**src/rtl/pad_pkg.sv**
```systemverilog
package pad_pkg;
    typedef enum logic [1:0] {
        SZ_B = 2'd0,
        SZ_H = 2'd1,
        SZ_W = 2'd2,
        SZ_X = 2'd3
    } acc_size_e;

    typedef enum logic [1:0] {
        TGT_NONE = 2'd0,
        TGT_PROM = 2'd1,
        TGT_WIN  = 2'd2
    } tgt_e;

    localparam int unsigned STORE_BYTES = 16;
    localparam int unsigned LANES       = 4;
endpackage

```
**src/rtl/pad_decode.sv**
```systemverilog
module pad_decode
    import pad_pkg::*;
#(
    parameter int unsigned ADDR_W = 6
) (
    input  logic              mmio,
    input  logic [ADDR_W-1:0] addr,
    input  logic [1:0]        size,
    input  logic              dword,
    output tgt_e              tgt,
    output logic [2:0]        nbytes,
    output logic [3:0]        prom_off,
    output logic [ADDR_W-1:0] win_off
);
    localparam int unsigned HI_W = ADDR_W - 4;

    logic wide_ok;
    assign wide_ok = (size == SZ_H) || (size == SZ_W);

    always_comb begin
        tgt      = TGT_NONE;
        nbytes   = 3'd0;
        prom_off = addr[3:0];
        win_off  = addr;
        if (mmio) begin
            win_off = {{HI_W{1'b0}}, addr[3:0]};
            if (!addr[4]) begin
                case (size)
                    SZ_B:    begin tgt = TGT_PROM; nbytes = 3'd1; end
                    SZ_H:    begin tgt = TGT_PROM; nbytes = 3'd2; end
                    SZ_W:    begin tgt = TGT_PROM; nbytes = 3'd4; end
                    default: tgt = TGT_NONE;
                endcase
            end else if (wide_ok) begin
                tgt = TGT_WIN;
            end
        end else if (addr[ADDR_W-1:4] == '0) begin
            if (!dword) begin
                if (size == SZ_B) begin
                    tgt = TGT_PROM; nbytes = 3'd1;
                end else if (size == SZ_H && !addr[0]) begin
                    tgt = TGT_PROM; nbytes = 3'd2;
                end
            end else if (size == SZ_W && addr[1:0] == 2'b00) begin
                tgt = TGT_PROM; nbytes = 3'd4;
            end
        end else if (wide_ok) begin
            tgt = TGT_WIN;
        end
    end
endmodule

```
**src/rtl/pad_store.sv**
```systemverilog
module pad_store
    import pad_pkg::*;
#(
    parameter logic [8*STORE_BYTES-1:0] INIT = '0
) (
    input  logic                       clk,
    input  logic                       rst_n,
    input  logic                       wr,
    input  logic [3:0]                 off,
    input  logic [2:0]                 nbytes,
    input  logic [8*LANES-1:0]         wdata,
    output logic [8*LANES-1:0]         rdata,
    output logic [8*STORE_BYTES-1:0]   image
);
    logic [STORE_BYTES-1:0][7:0] mem_d, mem_q;
    logic [LANES-1:0][3:0]       lane_idx;

    for (genvar g = 0; g < LANES; g++) begin : g_lane
        assign lane_idx[g] = off + 4'(g);
        assign rdata[8*g +: 8] = (3'(g) < nbytes) ? mem_q[lane_idx[g]] : 8'h00;
    end

    always_comb begin
        mem_d = mem_q;
        for (int i = 0; i < LANES; i++) begin
            if (wr && (3'(i) < nbytes)) begin
                mem_d[lane_idx[i]] = wdata[8*i +: 8];
            end
        end
    end

    always_ff @(posedge clk) begin
        if (!rst_n) mem_q <= INIT;
        else        mem_q <= mem_d;
    end

    assign image = mem_q;
endmodule

```
**src/rtl/prom_access_decoder.sv**
```systemverilog
module prom_access_decoder
    import pad_pkg::*;
#(
    parameter int unsigned              ADDR_W    = 6,
    parameter logic [8*STORE_BYTES-1:0] PROM_INIT = 128'h5757_0000_0000_0000_0000_5634_1200_5452
) (
    input  logic              clk,
    input  logic              rst_n,
    input  logic              ctl_wr,
    input  logic              ctl_prom_we,
    input  logic              ctl_dword,
    input  logic              bus_req,
    input  logic              bus_mmio,
    input  logic [ADDR_W-1:0] bus_addr,
    input  logic [1:0]        bus_size,
    input  logic              bus_we,
    input  logic [31:0]       bus_wdata,
    output logic              bus_rvalid,
    output logic [31:0]       bus_rdata,
    output logic              win_req,
    output logic              win_we,
    output logic [ADDR_W-1:0] win_off,
    output logic [1:0]        win_size,
    output logic [31:0]       win_wdata,
    input  logic [31:0]       win_rdata
);
    typedef struct packed {
        logic        pwe;
        logic        dword;
        logic        rvalid;
        logic        sel_win;
        logic [31:0] rdata;
    } state_t;

    state_t st_d, st_q;

    tgt_e              tgt;
    logic [2:0]        nbytes;
    logic [3:0]        prom_off;
    logic [ADDR_W-1:0] dec_win_off;
    logic              prom_wr;
    logic [31:0]       prom_rdata;
    logic [127:0]      prom_image;
    logic              rd_req;

    pad_decode #(.ADDR_W(ADDR_W)) i_decode (
        .mmio     (bus_mmio),
        .addr     (bus_addr),
        .size     (bus_size),
        .dword    (st_q.dword),
        .tgt      (tgt),
        .nbytes   (nbytes),
        .prom_off (prom_off),
        .win_off  (dec_win_off)
    );

    assign prom_wr = bus_req && bus_we && (tgt == TGT_PROM) && st_q.pwe;
    assign rd_req  = bus_req && !bus_we;

    pad_store #(.INIT(PROM_INIT)) i_store (
        .clk    (clk),
        .rst_n  (rst_n),
        .wr     (prom_wr),
        .off    (prom_off),
        .nbytes (nbytes),
        .wdata  (bus_wdata),
        .rdata  (prom_rdata),
        .image  (prom_image)
    );

    always_comb begin
        st_d         = st_q;
        st_d.rvalid  = rd_req;
        st_d.sel_win = 1'b0;
        if (ctl_wr) begin
            st_d.pwe   = ctl_prom_we;
            st_d.dword = ctl_dword;
        end
        if (rd_req) begin
            case (tgt)
                TGT_PROM: st_d.rdata = prom_rdata;
                TGT_WIN: begin
                    st_d.sel_win = 1'b1;
                    st_d.rdata   = 32'h0;
                end
                default: begin
                    case (bus_size)
                        SZ_B:    st_d.rdata = 32'h0000_00FF;
                        SZ_H:    st_d.rdata = 32'h0000_FFFF;
                        default: st_d.rdata = 32'hFFFF_FFFF;
                    endcase
                end
            endcase
        end
    end

    always_ff @(posedge clk) begin
        if (!rst_n) st_q <= '0;
        else        st_q <= st_d;
    end

    assign win_req    = bus_req && (tgt == TGT_WIN);
    assign win_we     = bus_we;
    assign win_off    = dec_win_off;
    assign win_size   = bus_size;
    assign win_wdata  = bus_wdata;
    assign bus_rvalid = st_q.rvalid;
    assign bus_rdata  = st_q.sel_win ? win_rdata : st_q.rdata;


    no_spurious_rsp_chk: assert property (@(posedge clk) disable iff (!rst_n)
        bus_rvalid |-> $past(bus_req && !bus_we));


    prom_locked_chk: assert property (@(posedge clk) disable iff (!rst_n)
        !st_q.pwe |=> $stable(prom_image));


    win_size_chk: assert property (@(posedge clk) disable iff (!rst_n)
        win_req |-> (win_size == SZ_H || win_size == SZ_W));


    io_win_range_chk: assert property (@(posedge clk) disable iff (!rst_n)
        (win_req && !bus_mmio) |-> (bus_addr >= ADDR_W'(16)));


    dword_wr_size_chk: assert property (@(posedge clk) disable iff (!rst_n)
        (prom_wr && !bus_mmio && st_q.dword) |-> (bus_size == SZ_W && bus_addr[1:0] == 2'b00));


    dword_byte_rd_chk: assert property (@(posedge clk) disable iff (!rst_n)
        (rd_req && !bus_mmio && st_q.dword && !ctl_wr && bus_size == SZ_B && bus_addr < ADDR_W'(16))
        |=> (bus_rdata == 32'h0000_00FF));


    mmio_win_mask_chk: assert property (@(posedge clk) disable iff (!rst_n)
        (win_req && bus_mmio) |-> (win_off < ADDR_W'(16)));
endmodule

```
**config.mk**
```make
export PLATFORM = sky130hd
export DESIGN_NAME = prom_access_decoder
export DESIGN_NICKNAME = d
export VERILOG_FILES = /design/src/rtl/pad_pkg.sv /design/src/rtl/pad_decode.sv /design/src/rtl/pad_store.sv /design/src/rtl/prom_access_decoder.sv
export SDC_FILE = /design/constraint.sdc
export NUM_CORES = 1
export LEC_CHECK = 0
export BUFFER_PORTS_ARGS = -buffer_cell sky130_fd_sc_hd__buf_4
export CORE_MARGIN = 2
export CORE_UTILIZATION = 43
export DETAILED_ROUTE_END_ITERATION = 16
export REMOVE_ABC_BUFFERS = 1
export SLEW_MARGIN = 20
export SYNTH_ARGS = -nofsm -noshare
export SYNTH_HDL_FRONTEND = slang
export SYNTH_SLANG_ARGS = --single-unit
```
**constraint.sdc**
```tcl
create_clock -name clk -period 11.8 [get_ports clk]
set_input_delay 0.59 -clock clk [delete_from_list [all_inputs] [get_ports clk]]
set_output_delay 0.59 -clock clk [all_outputs]
set_load 0.01 [all_outputs]
```
==> results of run 1 <==
## Yosys cell counts (all sizes together) (10+ instances only)
master    n
o21a     10
ha       14
o21ai   169
nand3    69
a22o     10
mux2     34
nand4    24
buf      96
a211o    60
nor2    116
or3      14
nor3     34
nand2   154
mux2i    87
a22oi    42
a211oi   31
nor4     11
o21bai   14
inv      14
mux4    146
o211ai   18
a21oi    82
a21o     12
a221oi   10
and3     14
a31oi    40
dfxtp   164
a21boi   16
clkbuf  110
## sequential cells by signal, summed over array words and instances (netlist names)
register	flops
st_q	35
bus_rvalid	1
i_store.image	128
## through the flow
stage	cell area [um^2]	total power (W)
4_1_cts	16600	0.00148
3_3_place_gp	16000	0.000887
3_5_place_dp	16000	0.000888
2_1_floorplan	14100	0.000717
6_report	16600	0.00149
5_1_grt	16600	0.00153
## logic make-up after synthesis
| kind of cell | Yosys count | synth area share (%) |
|---|---|---|
| and+or+nand+nor | 470 | 15.4 |
| muxes | 267 | 30.2 |
| adders and majority gates | 14 | 1.16 |
| xor gates and xnor gates | 8 | 0.615 |
| AOI/OAI and AO/OA | 544 | 23.8 |
| buffers and inverters | 221 | 7.01 |
| DFF | 164 | 21.8 |
## worst max-delay path by stage
| stage | end | start | slack [ns] | cells after the start |
|---|---|---|---|---|
| global placement | i_store.image[37]$_SDFF_PN1_ | bus_addr[0] | 5.83 | 16 |
| finish | i_store.image[102]$_SDFF_PN0_ | bus_addr[0] | 6.08 | 15 |
| detailed placement | i_store.image[33]$_SDFF_PN0_ | bus_addr[0] | 5.71 | 15 |
| global route | i_store.image[37]$_SDFF_PN1_ | bus_addr[0] | 5.63 | 16 |
| CTS | i_store.image[37]$_SDFF_PN1_ | bus_addr[0] | 6.15 | 16 |
| floorplan | i_store.image[89]$_SDFF_PN0_ | bus_addr[0] | 6.04 | 9 |
## worst max-delay path, cell delays in order
cell	delay (ns)
buf_6	0.22
inv_2	0.23
buf_4	0.68
ha_1	0.37
a31oi_1	0.10
or3_1	0.31
a21o_1	0.20
inv_1	0.06
ha_1	0.46
and4_1	0.47
nand2_1	0.55
nor4_2	1.04
nor2_1	0.35
a22oi_1	0.25
o21ai_0	0.10
## metal layers
metal,up-vias,global-route usage [%]
met5,-,0
met4,0,17.2
met3,252,11.4
met2,1240,53.3
met1,7657,44.0
li1,6475,-
## cell type report
class,count,area share (%)
Sequential cell,164,19.8
Inverter,15,0.339
Clock buffer,18,2.58
Clock inverter,14,1.06
Timing Repair Buffer,172,7.80
Tap cell,455,3.43
Multi-Input combinational cell,1303,65.0
## where the power goes
| group | switching [W] | internal [W] | total, W |
|---|---|---|---|
| clock | 0.000268 | 0.000335 | 0.000603 |
| sequential | 0.00000574 | 0.000562 | 0.000568 |
| combinational | 0.000207 | 0.000114 | 0.000321 |
==> results.json, run 1 <==
{
  "synthToLayoutAreaGrowth_pct": 10.3,
  "pre_cts_ws_ns": 5.71,
  "fillCellCount": 3388,
  "hold_class": "in -> reg",
  "overflow": 0,
  "clkSinkCount": 164,
  "postSynthAreaPerCell_um2": 8.92,
  "synth_flop_cell": "dfxtp_1",
  "yosys.area.top_type": "mux4_2",
  "timing.critical_path.fanout_max": 44,
  "hold_violations": 0,
  "setup.worst_path.end_class": "flip-flop",
  "final_cell_mix": "buf_4 (171), dfxtp_1 (163), o21ai_0 (160)",
  "die_area_mm2": 0.0365,
  "worstReg2RegStart": "st_q[34]$_SDFFE_PN0P_",
  "utilization_pct": 48.1,
  "synth_warnings": 0,
  "grt_pass1_wl_um": 94300,
  "rows": 68,
  "dp.cells": 2109,
  "drc": 0,
  "htreeDepth": 4,
  "worstPathArrival_ns": 6.03,
  "cellPowerDensity_mw_per_mm2": 89.8,
  "seq_area_frac_synth_pct": 21.8,
  "hold_ws_ns": 0.382,
  "finalSetupTns_ns": 0,
  "layout_setup_ws_ns": 6.08,
  "final_common_cell": "buf_4",
  "final_cell_count_no_fill": 2141,
  "drt_iter0_drc": 2362,
  "clock_tree.root_cell": "clkbuf_16",
  "holdPathStages": 3,
  "post_cts_buffers": 0,
  "min_period_over_period_pct": 48.5,
  "setup_violations": 0,
  "fp.dieH_um": 191,
  "post_drt_wl_per_cell_um": 30.0,
  "reg2reg_slack_ns": 7.32,
  "first_pass_iters": 8,
  "cts_hold_buffers": 0,
  "grt_max_degree": 81,
  "clk_pin_slew_ns": 0.08,
  "netlist_instances": 1688,
  "nets": 1767,
  "met3RoutedLength_um": 8490,
  "antenna_left": 0,
  "crit_path_start_kind": "input port",
  "cap_viol_max_count": 0,
  "hold-path-endpoint": "st_q[35]$_SDFFE_PN0P_",
  "status": "finished, final reports clean",
  "synth_top_area_share_pct": 21.8,
  "drive_gt1_share_pct": 25.9,
  "grt_pass1_vias": 14700,
  "synthDistinctLibCells": 69,
  "n_antenna_cell": 0,
  "syn_area_mm2": 0.0151,
  "synthArstFlopShare_pct": 0,
  "rsz0062_at_grt": "false",
  "reg2reg_depth": 12,
  "io-pin-count": 155,
  "antenna_found_initial": 0,
  "cts_tree": "built",
  "area.sequential_mm2": 0.00328,
  "max-vdd-ir-drop_v": 0.000104,
  "clk_path_buf_depth": 2,
  "r2r_end": "i_store.image[102]$_SDFF_PN0_",
  "max_slew_margin_pct": 20.8,
  "drt-vias-per-instance": 7.30,
  "cts_buffers": 17,
  "fmax_ghz": 0.175,
  "top_layer_used": "met4",
  "place_congestion": 0.970,
  "route.met2.wl_um": 28600,
  "multi_input_area_mm2": 0.0108,
  "hp-start": "ctl_prom_we",
  "die_w_um": 191,
  "port_buffers": 154,
  "cp_data_required_time_ns": 12.11,
  "track_usage_pct": 34.8,
  "slew_viol_final": 0,
  "ys_top_cells_by_area": "mux4_2 (22%), dfxtp_1 (22%), mux2i_1 (5.8%)",
  "cts_resized": 0,
  "clk_latency_ns": 0.46,
  "core_area_mm2": 0.0345,
  "met1_length_um": 23700,
  "wl_um": 64200,
  "worst_slew_pin_slew_ns": 1.18,
  "finClkSkew_ns": 0.0150,
  "min_period_ns": 5.72,
  "dp_hpwl_um": 44200,
  "power.leakage_nw": 5.82,
  "start_util_pct": 43.6,
  "path_class": "in -> reg",
  "synth_seq_cells": 164,
  "synth-edff-count": 0,
  "num_vias": 15600
}
(Power assumes the default switching activity.)
==> inputs of run 2 (changes only) <==
==> constraint.sdc (replaced) <==
create_clock -name clk -period 5 [get_ports clk]
set_input_delay 0.25 -clock clk [delete_from_list [all_inputs] [get_ports clk]]
set_output_delay 0.25 -clock clk [all_outputs]
set_load 0.01 [all_outputs]
==> results.json, run 2 (synthesis results as in run 1) <==
{
  "cp_data_required_time_ns": 5.36,
  "htreeDepth": 4,
  "cts_tree": "built",
  "hold_class": "in -> reg",
  "cellPowerDensity_mw_per_mm2": 204,
  "placed_area_mm2": 0.0162,
  "status": "finished, final reports clean",
  "antenna_left": 0,
  "holdPathStages": 3,
  "nets": 1787,
  "setup_violations": 0,
  "first_pass_iters": 9,
  "min_period_ns": 3.85,
  "final_cell_mix": "buf_4 (190), dfxtp_1 (163), o21ai_0 (160)",
  "io-pin-count": 155,
  "reg2reg_depth": 12,
  "slew_viol_final": 0,
  "clock_tree.root_cell": "clkbuf_16",
  "rows": 68,
  "track_usage_pct": 35.5,
  "power.leakage_nw": 5.88,
  "post_cts_buffers": 0,
  "cts_hold_buffers": 0,
  "clk_pin_slew_ns": 0.08,
  "max-vdd-ir-drop_v": 0.000266,
  "final_area_mm2": 0.0167,
  "grt_pass1_wl_um": 95700,
  "dp_hpwl_um": 45400,
  "overflow": 0,
  "pre_cts_ws_ns": 0.813,
  "worstPathArrival_ns": 4.22,
  "num_vias": 15500,
  "hold_violations": 0,
  "drive_gt1_share_pct": 26.5,
  "setup.worst_path.end_class": "flip-flop",
  "timing.critical_path.fanout_max": 14,
  "synthToLayoutAreaGrowth_pct": 11.0,
  "die_w_um": 191,
  "drt-vias-per-instance": 7.16,
  "die_area_mm2": 0.0365,
  "reg2reg_slack_ns": 1.23,
  "utilization_pct": 48.4,
  "rsz0062_at_grt": "false",
  "hold_ws_ns": 0.0238,
  "max_slew_margin_pct": 21.6,
  "n_antenna_cell": 0,
  "finalSetupTns_ns": 0,
  "grt_pass1_vias": 14400,
  "core_area_mm2": 0.0345,
  "hold-path-endpoint": "st_q[35]$_SDFFE_PN0P_",
  "fp.dieH_um": 191,
  "worst_slew_pin_slew_ns": 1.18,
  "layout_setup_ws_ns": 1.15,
  "place_congestion": 0.961,
  "largest_reg_flops": 128,
  "post_drt_wl_per_cell_um": 30.0,
  "drt_iter0_drc": 2050,
  "cap_viol_max_count": 0,
  "start_util_pct": 43.6,
  "wl_um": 64800,
  "clk_latency_ns": 0.46,
  "path_class": "in -> reg",
  "grt_max_degree": 67,
  "final_common_cell": "buf_4",
  "clkSinkCount": 164,
  "clk_path_buf_depth": 2,
  "finClkSkew_ns": 0.0143,
  "crit_path_start_kind": "input port",
  "worstReg2RegStart": "st_q[34]$_SDFFE_PN0P_",
  "port_buffers": 154,
  "r2r_end": "i_store.image[33]$_SDFF_PN0_",
  "hp-start": "ctl_prom_we",
  "cts_buffers": 17,
  "cts_resized": 0,
  "min_period_over_period_pct": 77.1,
  "drc": 0,
  "antenna_found_initial": 0,
  "fmax_ghz": 0.259
}
run 2: cell types whose count changed in the layout (fill, tap and decap cells not counted), moves of 2 or more:
cell | before | now
bufinv_16 | 3 | 1
clkbuf_1 | 1 | 3
inv_6 | 3 | 1
buf_4 | 171 | 190
run 2: critical path, stage by stage:
cell,delay (ns)
buf_4,0.12
inv_1,0.25
ha_1,0.35
a31oi_1,0.11
or3_1,0.31
a21o_1,0.20
inv_1,0.06
ha_1,0.15
and4_1,0.41
nand2_1,0.17
buf_4,0.25
nor4_2,0.91
nor4_2,0.25
a22o_1,0.25
o21a_1,0.18
run 2: final cells by class:
type	instances	area (um^2)
Sequential cell	164	3280
Fill cell	3315	17800
Multi-Input combinational cell	1303	10800
Tap cell	455	569
Clock buffer	20	437
Inverter	15	56.3
Clock inverter	11	108
Timing Repair Buffer	192	1450
run 2: where the power goes:
| group | total (W) | switching, W | internal [W] |
|---|---|---|---|
| clock | 0.00131 | 0.000625 | 0.000685 |
| combinational | 0.000764 | 0.000489 | 0.000275 |
| sequential | 0.00134 | 0.0000132 | 0.00133 |
| total | 0.00341 | 0.00113 | 0.00229 |
run 2: stage by stage:
step           std cells  total power, W
5_1_grt             2160         0.00350
4_1_cts             2160         0.00340
3_3_place_gp        2129         0.00210
6_report            2160         0.00341
2_1_floorplan       1482         0.00169
3_5_place_dp        2129         0.00211
run 2: layer usage:
layer  part of all wire (%)  routed length [um]  up-vias  track usage, %
met1                     39               25000     7568            47.1
met2                     44               28500     1159            53.4
li1                       -                   -     6516               -
met4                    4.8                3110        0            16.4
met5                      0                   0        -               0
met3                     13                8250      214            10.0
run 2: worst max path at each step:
stage | from | end | slack (ns) | cells after the start
3_5_place_dp | bus_addr[1] | i_store.image[33]$_SDFF_PN0_ | 0.81 | 15
2_1_floorplan | bus_addr[0] | i_store.image[89]$_SDFF_PN0_ | -0.42 | 9
3_3_place_gp | bus_addr[1] | i_store.image[33]$_SDFF_PN0_ | 0.92 | 15
6_report | bus_addr[1] | i_store.image[33]$_SDFF_PN0_ | 1.15 | 15
5_1_grt | bus_addr[1] | i_store.image[33]$_SDFF_PN0_ | 0.97 | 15
4_1_cts | bus_addr[1] | i_store.image[33]$_SDFF_PN0_ | 1.26 | 15
